`config.mk`:
```
export PLATFORM = sky130hd
export DESIGN_NAME = head_guard
export DESIGN_NICKNAME = d
export VERILOG_FILES = /design/src/rtl/head_guard_pkg.sv /design/src/rtl/hg_recov_timer.sv /design/src/rtl/hg_arbiter.sv /design/src/rtl/head_guard.sv
export SDC_FILE = /design/constraint.sdc
export NUM_CORES = 1
export LEC_CHECK = 0
export CAP_MARGIN = 10
export CORE_MARGIN = 2
export CORE_UTILIZATION = 45
export CTS_BUF_LIST = sky130_fd_sc_hd__clkbuf_8
export DETAILED_ROUTE_END_ITERATION = 8
export HOLD_SLACK_MARGIN = 0.06
export MAX_ROUTING_LAYER = met4
export PLACE_DENSITY_LB_ADDON = 0.25
export RECOVER_POWER = 100
export SLEW_MARGIN = 40
export SYNTH_ARGS = -nofsm -noshare
export SYNTH_HDL_FRONTEND = slang
export SYNTH_SLANG_ARGS = --single-unit
```
`constraint.sdc`:
```
create_clock -name clk -period 2 [get_ports clk]
set_clock_uncertainty 0.2 [all_clocks]
set_input_delay 0.4 -clock clk [delete_from_list [all_inputs] [get_ports clk]]
set_output_delay 0.4 -clock clk [all_outputs]
set_load 0.02 [all_outputs]
```
`src/rtl/head_guard_pkg.sv`:
```
package head_guard_pkg;

  // Elapsed flags for each recovery window, one per grant rule.
  typedef struct packed {
    logic wf_off;  // write off long enough to switch heads
    logic wf_rd;   // write-to-read recovery done
    logic hs_wr;   // head settle for write done
    logic hs_rd;   // head settle for read done
    logic rf_wr;   // read-to-write recovery done
  } win_t;

  function automatic int unsigned max2(input int unsigned a, input int unsigned b);
    return (a > b) ? a : b;
  endfunction

endpackage

```
`src/rtl/hg_recov_timer.sv`:
```
// Saturating tick counter; sits at SAT (window elapsed) until restarted.
module hg_recov_timer #(
  parameter int unsigned SAT = 15,
  localparam int unsigned CW = $clog2(SAT + 1)
) (
  input  logic          clk,
  input  logic          rst,
  input  logic          restart,
  input  logic          tick,
  output logic [CW-1:0] cnt,
  output logic          idle
);

  always_ff @(posedge clk) begin
    if (rst)
      cnt <= CW'(SAT);
    else if (restart)
      cnt <= '0;
    else if (tick && (cnt != CW'(SAT)))
      cnt <= cnt + 1'b1;
  end

  assign idle = (cnt == CW'(SAT));

endmodule

```
`src/rtl/hg_arbiter.sv`:
```
// Grant arbiter: registered gates, head-change sequencing.
module hg_arbiter
  import head_guard_pkg::*;
#(
  parameter int unsigned HEAD_W = 4
) (
  input  logic              clk,
  input  logic              rst,
  input  logic              rd_req,
  input  logic              wr_req,
  input  logic              hs_req,
  input  logic [HEAD_W-1:0] hs_head,
  input  win_t              win,
  output logic              rd_gate,
  output logic              wr_gate,
  output logic              head_strobe,
  output logic [HEAD_W-1:0] head_sel,
  output logic              hs_pend,
  output logic              rd_fall,
  output logic              wr_fall,
  output logic              hs_restart
);

  logic [HEAD_W-1:0] tgt;
  logic blk, rd_ok, wr_ok, strb;

  always_comb begin
    blk   = hs_pend | hs_req;
    rd_ok = rd_req & ~blk & ~wr_gate & (rd_gate | (win.hs_rd & win.wf_rd));
    wr_ok = wr_req & ~blk & ~rd_gate & ~rd_ok & (wr_gate | (win.hs_wr & win.rf_wr));
    strb  = hs_pend & ~head_strobe & ~wr_gate & ~rd_gate & win.wf_off;
    rd_fall    = rd_gate & ~rd_ok;
    wr_fall    = wr_gate & ~wr_ok;
    // settle window held at zero through the strobe cycle
    hs_restart = strb | head_strobe;
  end

  always_ff @(posedge clk) begin
    if (rst) begin
      rd_gate     <= 1'b0;
      wr_gate     <= 1'b0;
      head_strobe <= 1'b0;
      hs_pend     <= 1'b0;
      tgt         <= '0;
      head_sel    <= '0;
    end else begin
      rd_gate     <= rd_ok;
      wr_gate     <= wr_ok;
      head_strobe <= strb;
      hs_pend     <= hs_req | (hs_pend & ~strb);
      if (hs_req) tgt <= hs_head;
      if (strb) head_sel <= tgt;
    end
  end

endmodule

```
`src/rtl/head_guard.sv`:
```
module head_guard
  import head_guard_pkg::*;
#(
  parameter int unsigned HEAD_W   = 4,
  parameter int unsigned WOFF_US  = 1,
  parameter int unsigned HS_WR_US = 5,
  parameter int unsigned HS_RD_US = 15,
  parameter int unsigned W2R_US   = 10,
  parameter int unsigned R2W_SV   = 5
) (
  input  logic              clk,
  input  logic              rst,
  input  logic              us_tick,
  input  logic              servo_tick,
  input  logic              rd_req,
  input  logic              wr_req,
  input  logic              hs_req,
  input  logic [HEAD_W-1:0] hs_head,
  output logic              rd_gate,
  output logic              wr_gate,
  output logic              head_strobe,
  output logic [HEAD_W-1:0] head_sel,
  output logic              busy
);

  localparam int unsigned WF_SAT = max2(WOFF_US, W2R_US);
  localparam int unsigned HS_SAT = max2(HS_WR_US, HS_RD_US);
  localparam int unsigned RF_SAT = R2W_SV;
  localparam int unsigned WF_CW  = $clog2(WF_SAT + 1);
  localparam int unsigned HS_CW  = $clog2(HS_SAT + 1);
  localparam int unsigned RF_CW  = $clog2(RF_SAT + 1);

  logic [WF_CW-1:0] wf_cnt;
  logic [HS_CW-1:0] hs_cnt;
  logic [RF_CW-1:0] rf_cnt;
  logic wf_idle, hs_idle, rf_idle;
  logic hs_pend, rd_fall, wr_fall, hs_restart;
  win_t win;

  // since write fell (us)
  hg_recov_timer #(.SAT(WF_SAT)) u_wf (
    .clk(clk), .rst(rst), .restart(wr_fall), .tick(us_tick),
    .cnt(wf_cnt), .idle(wf_idle)
  );

  // since head strobe (us)
  hg_recov_timer #(.SAT(HS_SAT)) u_hs (
    .clk(clk), .rst(rst), .restart(hs_restart), .tick(us_tick),
    .cnt(hs_cnt), .idle(hs_idle)
  );

  // since read fell (servo periods)
  hg_recov_timer #(.SAT(RF_SAT)) u_rf (
    .clk(clk), .rst(rst), .restart(rd_fall), .tick(servo_tick),
    .cnt(rf_cnt), .idle(rf_idle)
  );

  always_comb begin
    win.wf_off = (wf_cnt >= WF_CW'(WOFF_US));
    win.wf_rd  = (wf_cnt >= WF_CW'(W2R_US));
    win.hs_wr  = (hs_cnt >= HS_CW'(HS_WR_US));
    win.hs_rd  = (hs_cnt >= HS_CW'(HS_RD_US));
    win.rf_wr  = (rf_cnt >= RF_CW'(R2W_SV));
  end

  hg_arbiter #(.HEAD_W(HEAD_W)) u_arb (
    .clk(clk), .rst(rst),
    .rd_req(rd_req), .wr_req(wr_req), .hs_req(hs_req), .hs_head(hs_head),
    .win(win),
    .rd_gate(rd_gate), .wr_gate(wr_gate), .head_strobe(head_strobe),
    .head_sel(head_sel), .hs_pend(hs_pend),
    .rd_fall(rd_fall), .wr_fall(wr_fall), .hs_restart(hs_restart)
  );

  assign busy = hs_pend | ~(wf_idle & hs_idle & rf_idle);

endmodule

```
Yosys cells after proc, flatten, opt, wreduce, memory -nomap -nowiden. Index checks and enable logic that the tools add are counted.

Logic and storage cells: 71. Register bits after elaboration: 23. Input bits: 11. Output and inout port bits: 8.

Add/sub/neg operators: 3. Bitwise operators: 32. Magnitude comparators: 5. Muxes and demuxes: 6. Reductions and logical operators: 8. Equality and inequality tests: 6.

Operators by type and width (number): 1-bit AND (18); 4-bit 2-to-1 mux (4); 4-bit by 1-bit adder with 4-bit output (second input constant) (2); 4-bit == test (second input constant) (2); 4-bit >= comparator (second input constant) (2); 4-bit inequality test (second input constant) (2); 1-bit NOT (8); 3-bit 2-to-1 mux (2); 1-bit bitwise OR (6); 2-bit nonzero test (3); 4-bit by 1-bit >= comparator with 1-bit output (second input constant) (1); 4-bit by 3-bit >= comparator with 1-bit output (second input constant) (1); 2-bit OR reduction (2); 3-bit by 1-bit adder with 3-bit output (second input constant) (1); 3-bit == test (second input constant) (1); 3-bit >= comparator (second input constant) (1); 1-bit logical AND (3); 3-bit inequality test (second input constant) (1).

Logic depth before layout (Yosys ltp). Gate-level depths: netlist (run 1).

Word-level depth: 11. Mapped depth: 6. Mapped depth without buffers: 6.

Cells and area by module. Synthesis (run 1) repeated with hierarchy kept, for this count alone.

Cells, all modules: 119. Area, all modules: 1176.1 um^2.

Modules (own cells, without submodules): hg_arbiter (times used 1, area each 518.0 um^2, cells an instance 51); hg_recov_timer at u_wf (times used 1, area each 224.0 um^2, cells an instance 22); hg_recov_timer at u_hs (times used 1, area each 206.4 um^2, cells an instance 23); hg_recov_timer at u_rf (times used 1, area each 176.4 um^2, cells an instance 16); head_guard (times used 1, area each 51.3 um^2, cells an instance 7).

Worst setup path before layout (run 1). OpenSTA, ideal clock, no wires.

Path kind: register to output. Start point: register u_wf.cnt[0]. End point: output port busy. Cell stages (with the launch flop): 5. Slack: 0.103 ns. Data arrival time: 1.297 ns. Data required time: 1.400 ns. Path buffers: 0. Cell sequence: dfxtp_1 -> inv_1 -> ha_1 -> nand3b_1 -> or4_1.

Longest elaborated chain between the ends: 5.

RTL lines: start, declared (line hg_recov_timer.sv:10) `output logic [CW-1:0] cnt,`; start signal, assigned (line hg_recov_timer.sv:16) `cnt <= CW'(SAT);`; start signal, assigned (line hg_recov_timer.sv:20) `cnt <= cnt + 1'b1;`; 4-bit == test (line hg_recov_timer.sv:23) `assign idle = (cnt == CW'(SAT));`; 1-bit AND (2 in a row) (line head_guard.sv:75) `assign busy = hs_pend | ~(wf_idle & hs_idle & rf_idle);`; 1-bit NOT (line head_guard.sv:75); 1-bit bitwise OR (line head_guard.sv:75); end, declared (line head_guard.sv:23) `output logic busy`.

No other way between the ends.

Final worst setup path (run 1).
Start point: register u_rf.cnt[1]. End point: output port busy.

Longest elaborated chain between the ends: 4.

RTL lines (line): start, declared (hg_recov_timer.sv:10); start signal, assigned (hg_recov_timer.sv:16); start signal, assigned (hg_recov_timer.sv:20); 3-bit == test (hg_recov_timer.sv:23); 1-bit AND (head_guard.sv:75); 1-bit NOT (head_guard.sv:75); 1-bit bitwise OR (head_guard.sv:75).

No other way between the ends.

==> results.toml, run 1 <==
[status]
status = "finished with violations"
violations = "setup timing"

[synthesis]
ys_seq_area_frac = 0.4066
synth_largest_area_cell = "dfxtp_1"
synth_cell_types = 33
synthCells = 116
synth-seq-cells = 23
synthTopCellsByArea = "dfxtp_1 (41%), ha_1 (9.9%), mux2i_1 (9.7%)"
synth_edf_count = 0
synth_ff_type = "dfxtp_1"
syn-num-nets = 136
async_flop_share = 0
syn_avg_cell_area_um2 = 9.762
yosysWarnings = 0
synthesis.area_um2 = 1132
synth_top_area_share = 0.4066

[timing]
period_minus_slack_ns = 2.088
fmax_mhz = 479.0
fin_hold_ws_ns = 0.2989
slew-limit-headroom = 0.7448
grt_setup_unrepaired = "yes"
finalCritPeriodShare = 1.044
fin_tns_setup_ns = -0.08771
slew_viol_final = 0
worstMarginPinSlew_ns = 0.3775
finalHoldViolations = 0
finalSetupViolCount = 1
fin_ws_ns = -0.08771

[global_routing]
grt_pass1_wl_um = 4146
globalRouteTotalUtil = 0.2080
antenna_found_initial = 0
grt_pass1_vias = 981
gr-total-overflow = 0
grt_start_max_net_pins = 14

[floorplanning]
die-area_um2 = 2933
fp.dieH_um = 54.16
core.rowCount = 18
start_util = 0.4655
die-width_um = 54.16
io-pin-count = 19
core_area_um2 = 2432

[critical_path]
crit_buf_inv = 2
r2r-end = "u_arb.head_sel[0]$_SDFFE_PP0P_"
reg2reg_from = "u_wf.cnt[1]$_SDFFE_PP1P_"
worstSetupEndpointType = "output port"
crit_fanout = 2
worst_ep_required_time_ns = 1.40
cp_top_family = "simple AND/OR/NAND/NOR gates"
reg2reg_depth = 9
crit_type = "register to output port"
path_cells = "inv_2 -> ha_4 -> nand2_2 -> or4_4 -> buf_6"
cpMaxStageDelayCell = "or4_4"
regToRegSetupSlack_ns = 0.07
worstPathArrival_ns = 1.49
slowest_delay_ns = 0.51
cp-start-kind = "register"

[min_path]
hold_class = "register to register"
hold_start = "u_arb.head_sel[2]$_SDFFE_PP0P_"
min_to = "u_arb.head_sel[2]$_SDFFE_PP0P_"
holdPathStages = 2

[place]
placed_cell_area_um2 = 1489
place_congestion = 0.7749
portBuffers = 18
dp_hpwl_um = 1936

[detailed_routing]
viasPerCell = 5.186
wl_per_cell_um = 13.58
dr.first_iter.drc_count = 6
dr.pass1.iters = 3
final_antenna_net_count = 0
drc = 0
vias = 975
wirelength_um = 2553

[power]
power_density_nw_per_um2 = 798.8
power_uw = 1282
p_leak_uw = 0.0007127
switching_power_uw = 383.5
vdd_drop_max_mv = 0.6818
p_sw_frac = 0.2990
seqPwrFrac = 0.426
clkPwrFrac = 0.222
power_frac_comb = 0.351
internal_power_uw = 898.9

[clocking]
cts_made_buffers = 3
cts_root_buf = "clkbuf_8"
path_clk_slew_ns = 0.08
cts_buffer_depth = 2
h-tree-depth = 1
clk_latency_ns = 0.26
cts_tree = "yes"
cts.sinks = 23

[flow_run]
cap_violations = 0

[cells_and_area]
finalInstanceArea_um2 = 1605
diodes = 0
fillers = 201
fin_nets = 179
register_area_um2 = 467.9
syn2layout_area_growth_pct = 41.77
drive_gt1_frac = 0.2658
multiInputGateArea_um2 = 689.4
final_util = 0.6600
[per-layer routing]
layer / vias up / share of wire / track usage
li1: 489 / - / -
met3: 2 / 0.029 / 0.02500
met4: 0 / 0.0067 / 0.07500
met2: 14 / 0.56 / 0.3896
met1: 470 / 0.41 / 0.2207
met5: - / 0 / -
[flip-flops by register name (all words and copies together), names as in the netlist]
name               cells
u_rf.cnt               3
u_hs.cnt               4
u_arb.hs_pend          1
u_arb.head_strobe      1
u_wf.cnt               4
u_arb.rd_gate          1
u_arb.head_sel         4
u_arb.tgt              4
u_arb.wr_gate          1
[cell families (layout without fill, tap and decap cells)]
logic type	Yosys count	count (layout)	share of synthesized area
and+or+nand+nor	41	41	0.2188
DFF	23	23	0.4066
AOI/OAI and AO/OA	19	19	0.1105
muxes	11	11	0.09724
adders and majority gates	9	9	0.09945
buffers and inverters	9	51	0.03646
xor gates and xnor gates	4	4	0.03094
[Yosys cell counts, drive strengths merged (2+ instances only)]
master,number
a21o,3
a21oi,4
and2,3
clkbuf,2
dfxtp,23
ha,9
inv,6
mux2i,11
nand2,4
nand2b,2
nand4,2
nor2,15
nor2b,3
nor3,3
nor4b,2
o21ai,4
o31ai,4
xnor2,3
[metrics by stage]
stage / setup WS, ns / std cells
global route: -0.1184 / 188
finish: -0.08771 / 188
detailed placement: -0.3229 / 182
floorplan: 0.1027 / 116
global placement: -0.2445 / 182
CTS: -0.08123 / 188
[worst max path at each step]
| stage | start | endpoint | slack, ns | cells past startpoint |
|---|---|---|---|---|
| 2_1_floorplan | u_wf.cnt[0]$_SDFFE_PP0N_ | busy | 0.10 | 4 |
| 3_3_place_gp | u_wf.cnt[0]$_SDFFE_PP0N_ | busy | -0.24 | 5 |
| 3_5_place_dp | u_wf.cnt[0]$_SDFFE_PP0N_ | busy | -0.32 | 5 |
| 4_1_cts | u_rf.cnt[1]$_SDFFE_PP0N_ | busy | -0.08 | 5 |
| 5_1_grt | u_rf.cnt[1]$_SDFFE_PP0N_ | busy | -0.12 | 5 |
| 6_report | u_rf.cnt[1]$_SDFFE_PP0N_ | busy | -0.09 | 5 |
[area by class of cell]
cell class | count | share of cell area
multi-input combinational | 84 | 0.4295
sequential | 23 | 0.2915
timing repair buffer | 41 | 0.2128
clock buffer | 3 | 0.02572
tap | 30 | 0.02338
inverter | 6 | 0.01403
clock inverter | 1 | 0.003118
[power by group through the flow]
stage	Combinational (µW)	Sequential (µW)	Clock, µW
after global routing	504	551	304
after CTS	451	546	292
after detailed placement	397	540	0
final	451	547	285
after floorplan	195	558	0
after global placement	380	536	0
[layout by cell type (no fill, tap or decap), types with 4 or more instances in the layout]
cell,instances
buf_4,19
a21oi_1,4
dlygate4sd3_1,5
o21ai_0,4
mux2i_1,11
inv_1,4
ha_1,6
o31ai_1,4
dfxtp_1,17
clkdlybuf4s50_1,11
nor2_1,15
dfxtp_2,6
[tightest hold or removal path, cell delays in order, from the launching register on]
cell	delay (ns)
dfxtp_1	0.33
mux2i_1	0.06
nor2_1	0.07
[repair_timing]
| item | CTS | global route |
|---|---|---|
| resized for setup | 25 | 2 |
| setup endpoints to repair | 1 | 10 |
| hold buffers | 0 | 0 |
| pin swaps | 4 | 2 |
| buffers inserted | 2 | 0 |
Note: power is estimated with default switching activity, not from simulation.
==> inputs of run 2 (changes only) <==
- ABC_AREA: default -> 1
==> results.toml, run 2 <==
[critical_path]
crit_type = "register to output port"
reg2reg_depth = 8
path_cells = "clkdlybuf4s50_1"
cpMaxStageDelayCell = "clkdlybuf4s50_1"
crit_buf_inv = 1
cp_top_family = "buffers and inverters"
worst_ep_required_time_ns = 1.40
slowest_delay_ns = 0.63
worstSetupEndpointType = "output port"
crit_fanout = 3
worstPathArrival_ns = 1.30
critical_path_cell_count = 1
cp-start-kind = "register"

[cells_and_area]
finalInstanceArea_um2 = 1550
final_cells = 226
fillers = 250
diodes = 0
syn2layout_area_growth_pct = 25.66
final_common_cell = "nand2_1"
fin_nets = 217
drive_gt1_frac = 0.1735
layout_common_cells = "nand2_1 (40), nor2_1 (24), dfxtp_1 (23)"
final_util = 0.6091

[place]
portBuffers = 18
placed_cell_area_um2 = 1510
dp_cells = 222
dp_hpwl_um = 2105
dp_slack_ns = -0.07882
place_congestion = 0.8588

[detailed_routing]
viasPerCell = 4.987
vias = 1127
wl_per_cell_um = 11.57
dr.first_iter.drc_count = 30
wirelength_um = 2614
drc = 0
final_antenna_net_count = 0
dr.pass1.iters = 4

[power]
power_density_nw_per_um2 = 849.3
vdd_drop_max_mv = 0.5402
p_leak_uw = 0.0007487

[synthesis]
synth_largest_area_cell = "dfxtp_1"
yosys-top-cells-count = "nand2_1 (39), nor2_1 (24), dfxtp_1 (23), inv_1 (15), nand3_1 (11)"
async_flop_share = 0
synth-seq-cells = 23
synth_ff_type = "dfxtp_1"
syn_avg_cell_area_um2 = 7.432
synth_most_common_cell = "nand2_1"
yosysWarnings = 0
synth_cell_types = 28
synth_top_area_share = 0.3732
ys_seq_area_frac = 0.3732
synthTopCellsByArea = "dfxtp_1 (37%), nand2_1 (12%), ha_1 (9.1%)"
synthesis.area_um2 = 1234
synth_edf_count = 0
synthCells = 166
syn-num-nets = 186

[floorplanning]
start_util = 0.4848
fp.dieH_um = 56.36
die-area_um2 = 3176
core.rowCount = 18
io-pin-count = 19
core_area_um2 = 2545
die-width_um = 56.36

[global_routing]
grt_pass1_wl_um = 4436
grt_pass1_vias = 1061
grt_start_max_net_pins = 20
gr-total-overflow = 0
antenna_found_initial = 0
globalRouteTotalUtil = 0.1858

[timing]
fmax_mhz = 525.5
finalCritPeriodShare = 0.9516
fin_ws_ns = 0.09687
worstMarginPinSlew_ns = 0.5262
slew_viol_final = 0
finalHoldViolations = 0
slew-limit-headroom = 0.6488
finalSetupViolCount = 0
period_minus_slack_ns = 1.903
grt_setup_unrepaired = "no"

[clocking]
cts_tree = "yes"
path_clk_slew_ns = 0.08
clk_latency_ns = 0.27
cts_buffer_depth = 2
cts.sinks = 23
cts_setup_buffers = 0
cts_root_buf = "clkbuf_8"
cts_made_buffers = 3
h-tree-depth = 1

[flow_run]
cap_violations = 0

[min_path]
hold_class = "register to register"
holdPathStages = 2

[status]
status = "complete, no violations"
## run 2: area by class of cell
| cell class | count | area, µm² | share of cell area |
|---|---|---|---|
| flip-flops and latches | 23 | 460.4 | 0.2970 |
| multi-input cells | 122 | 683.2 | 0.4407 |
| clock inverters | 1 | 7.507 | 0.004843 |
| well taps | 30 | 37.54 | 0.02421 |
| repair buffers | 28 | 246.5 | 0.1590 |
| clock buffers | 3 | 41.29 | 0.02663 |
| inverters | 19 | 73.82 | 0.04762 |
## run 2: through the flow
stage	TNS (ns)	hold slack (ns)	power (µW)
2_1_floorplan	0	0.2579	851.2
3_3_place_gp	-0.04851	0.2740	1019
5_1_grt	0	0.3311	1416
6_report	0	0.2956	1317
4_1_cts	0	0.2994	1343
3_5_place_dp	-0.07882	0.2765	1042
## run 2: path summary, 6_finish.rpt
path / end / slack (ns) / startpoint
setup / recovery: head_strobe / 0.1 / u_arb.head_strobe$_SDFF_PP0_
hold / removal: u_arb.head_sel[2]$_SDFFE_PP0P_ / 0.30 / u_arb.head_sel[2]$_SDFFE_PP0P_
setup reg to reg: u_arb.head_sel[3]$_SDFFE_PP0P_ / 0.31 / u_wf.cnt[1]$_SDFFE_PP1P_
hold reg to reg: u_arb.head_sel[2]$_SDFFE_PP0P_ / 0.30 / u_arb.head_sel[2]$_SDFFE_PP0P_
## run 2: where the power goes
group	switching, µW	internal, µW
Sequential	36.0	511
Clock	155	141
Combinational	262	211
Total	453	863
## run 2: cells by family after synthesis
| group | after synthesis | share of synthesized area |
|---|---|---|
| fa+ha+maj | 9 | 0.09128 |
| buf+inv | 21 | 0.07302 |
| flops | 23 | 0.3732 |
| compound gates | 18 | 0.08215 |
| xor+xnor | 2 | 0.02029 |
| simple gates | 93 | 0.3600 |
## run 2: timing repair
action,CTS,global route
endpoints found under the setup margin,1,0
hold buffers,0,0
gates resized for setup,6,0
## run 2: routing by layer
layer | vias to the layer above | GRT usage | wire, µm
met5 | - | - | 0
met4 | 0 | 0.08163 | 48
met3 | 4 | 0.04147 | 83
met2 | 17 | 0.3160 | 1310
met1 | 516 | 0.2083 | 1171
li1 | 590 | - | -
==> inputs of run 3 (changes only) <==
- CELL_PAD_IN_SITES_DETAIL_PLACEMENT: default -> 0
- CELL_PAD_IN_SITES_GLOBAL_PLACEMENT: default -> 1
- CORE_UTILIZATION: 45 -> 40
- SKIP_LAST_GASP: default -> 1
==> results.toml, run 3 (synthesis gave the netlist of run 2 again) <==
[status]
status = "complete, no violations"

[power]
power_density_nw_per_um2 = 838.7
vdd_drop_max_mv = 0.5071
p_leak_uw = 0.0007570

[flow_run]
cap_violations = 0

[global_routing]
globalRouteTotalUtil = 0.1718
antenna_found_initial = 0
grt_pass1_vias = 1121
gr-total-overflow = 0
grt_start_max_net_pins = 20
grt_pass1_wl_um = 4512

[cells_and_area]
drive_gt1_frac = 0.1624
register_area_um2 = 460.4
layout_common_cells = "nand2_1 (41), nor2_1 (25), dfxtp_1 (23)"
syn2layout_area_growth_pct = 25.56
fin_nets = 218
final_util = 0.5158
fillers = 312
multiInputGateArea_um2 = 669.4
diodes = 0
final_common_cell = "nand2_1"
final_cells = 230

[critical_path]
slowest_delay_ns = 0.35
reg2reg_depth = 8
crit_fanout = 2
path_cells = "ha_2 -> nand3_4 -> nor3_2 -> nand3_1 -> buf_2"
crit_type = "register to output port"
cp_top_family = "flip-flops"
worstPathArrival_ns = 1.32
regToRegSetupSlack_ns = 0.34
worstSetupEndpointType = "output port"
crit_buf_inv = 1
critical_path_cell_count = 5
worst_ep_required_time_ns = 1.40
cp-start-kind = "register"
cpMaxStageDelayCell = "dfxtp_1"

[detailed_routing]
wirelength_um = 2477
drc = 0
final_antenna_net_count = 0
viasPerCell = 4.765
dr.first_iter.drc_count = 38
dr.pass1.iters = 4
wl_per_cell_um = 10.77
vias = 1096

[floorplanning]
core.rowCount = 20
fp.dieH_um = 59.54
die-area_um2 = 3544
io-pin-count = 19
start_util = 0.4108
core_area_um2 = 3003
die-width_um = 59.54

[timing]
finalCritPeriodShare = 0.9619
slew-limit-headroom = 0.6409
period_minus_slack_ns = 1.924
worstMarginPinSlew_ns = 0.5381
finalHoldViolations = 0
slew_viol_final = 0
fmax_mhz = 519.8
finalSetupViolCount = 0
grt_setup_unrepaired = "no"

[place]
place_congestion = 0.8740
dp_hpwl_um = 2006
dp_cells = 226
portBuffers = 18

[min_path]
hold_class = "register to register"
holdPathStages = 2

[clocking]
cts.sinks = 23
cts_made_buffers = 3
cts_buffer_depth = 2
cts_root_buf = "clkbuf_8"
cts_tree = "yes"
clk_latency_ns = 0.26
hold_buffers = 0
h-tree-depth = 1
path_clk_slew_ns = 0.08
-- run 3: power by group --
part | leakage [µW] | internal [µW] | switching (µW) | total, µW
Clock | 0.0000255 | 139 | 143 | 282
Sequential | 0.000190 | 511 | 35.0 | 546
Combinational | 0.000542 | 215 | 256 | 471
Total | 0.000757 | 865 | 434 | 1300
-- run 3: worst paths after layout --
kind	from	to
setup / recovery	u_hs.cnt[0]$_SDFFE_PP1P_	busy
hold / removal	u_arb.head_sel[0]$_SDFFE_PP0P_	u_arb.head_sel[0]$_SDFFE_PP0P_
setup reg to reg	u_wf.cnt[1]$_SDFFE_PP1P_	u_arb.head_sel[2]$_SDFFE_PP0P_
hold reg to reg	u_arb.head_sel[0]$_SDFFE_PP0P_	u_arb.head_sel[0]$_SDFFE_PP0P_
-- run 3: what timing repair did --
item | CTS | global route
endpoints found under the setup margin | 1 | 0
setup buffers | 0 | 0
gates resized for setup | 6 | 0
-- run 3: final cells by class --
cell class / instances / share of cell area
Timing Repair Buffer: 29 / 0.1664
Clock buffer: 3 / 0.02666
Clock inverter: 1 / 0.003231
Multi-Input combinational cell: 122 / 0.4321
Tap cell: 33 / 0.02666
Sequential cell: 23 / 0.2973
Inverter: 19 / 0.04766
-- run 3: per-stage QoR --
stage                     setup WS (ns)  total power, µW  hold WS [ns]  setup TNS, ns  cell area (µm²)
final                           0.07628             1299        0.2856              0             1549
after global routing           0.001435             1410        0.3237              0             1549
after CTS                       0.07466             1327        0.2952              0             1570
after detailed placement       -0.08678             1040        0.2752       -0.08678             1521
after global placement         -0.09571             1027        0.2619       -0.09571             1521
after floorplan                  0.3588            851.2        0.2579              0             1234
-- run 3: metal layers --
layer  up-vias  global-route usage  routed length, µm
met5         -                   -                  0
met4         0             0.05079                 15
met3         2             0.03493                 71
met2        14              0.3030               1220
met1       489              0.1949               1169
li1        591                   -                  -
-- run 3: worst reg2reg max path, stage by stage (launching register included) --
cell and delay (ns):
dfxtp_1 0.39, inv_1 0.11, ha_1 0.19, nor2_1 0.09, nand3_1 0.11, nand2_1 0.28
inv_4 0.06, nor2_1 0.09, nor2_1 0.05
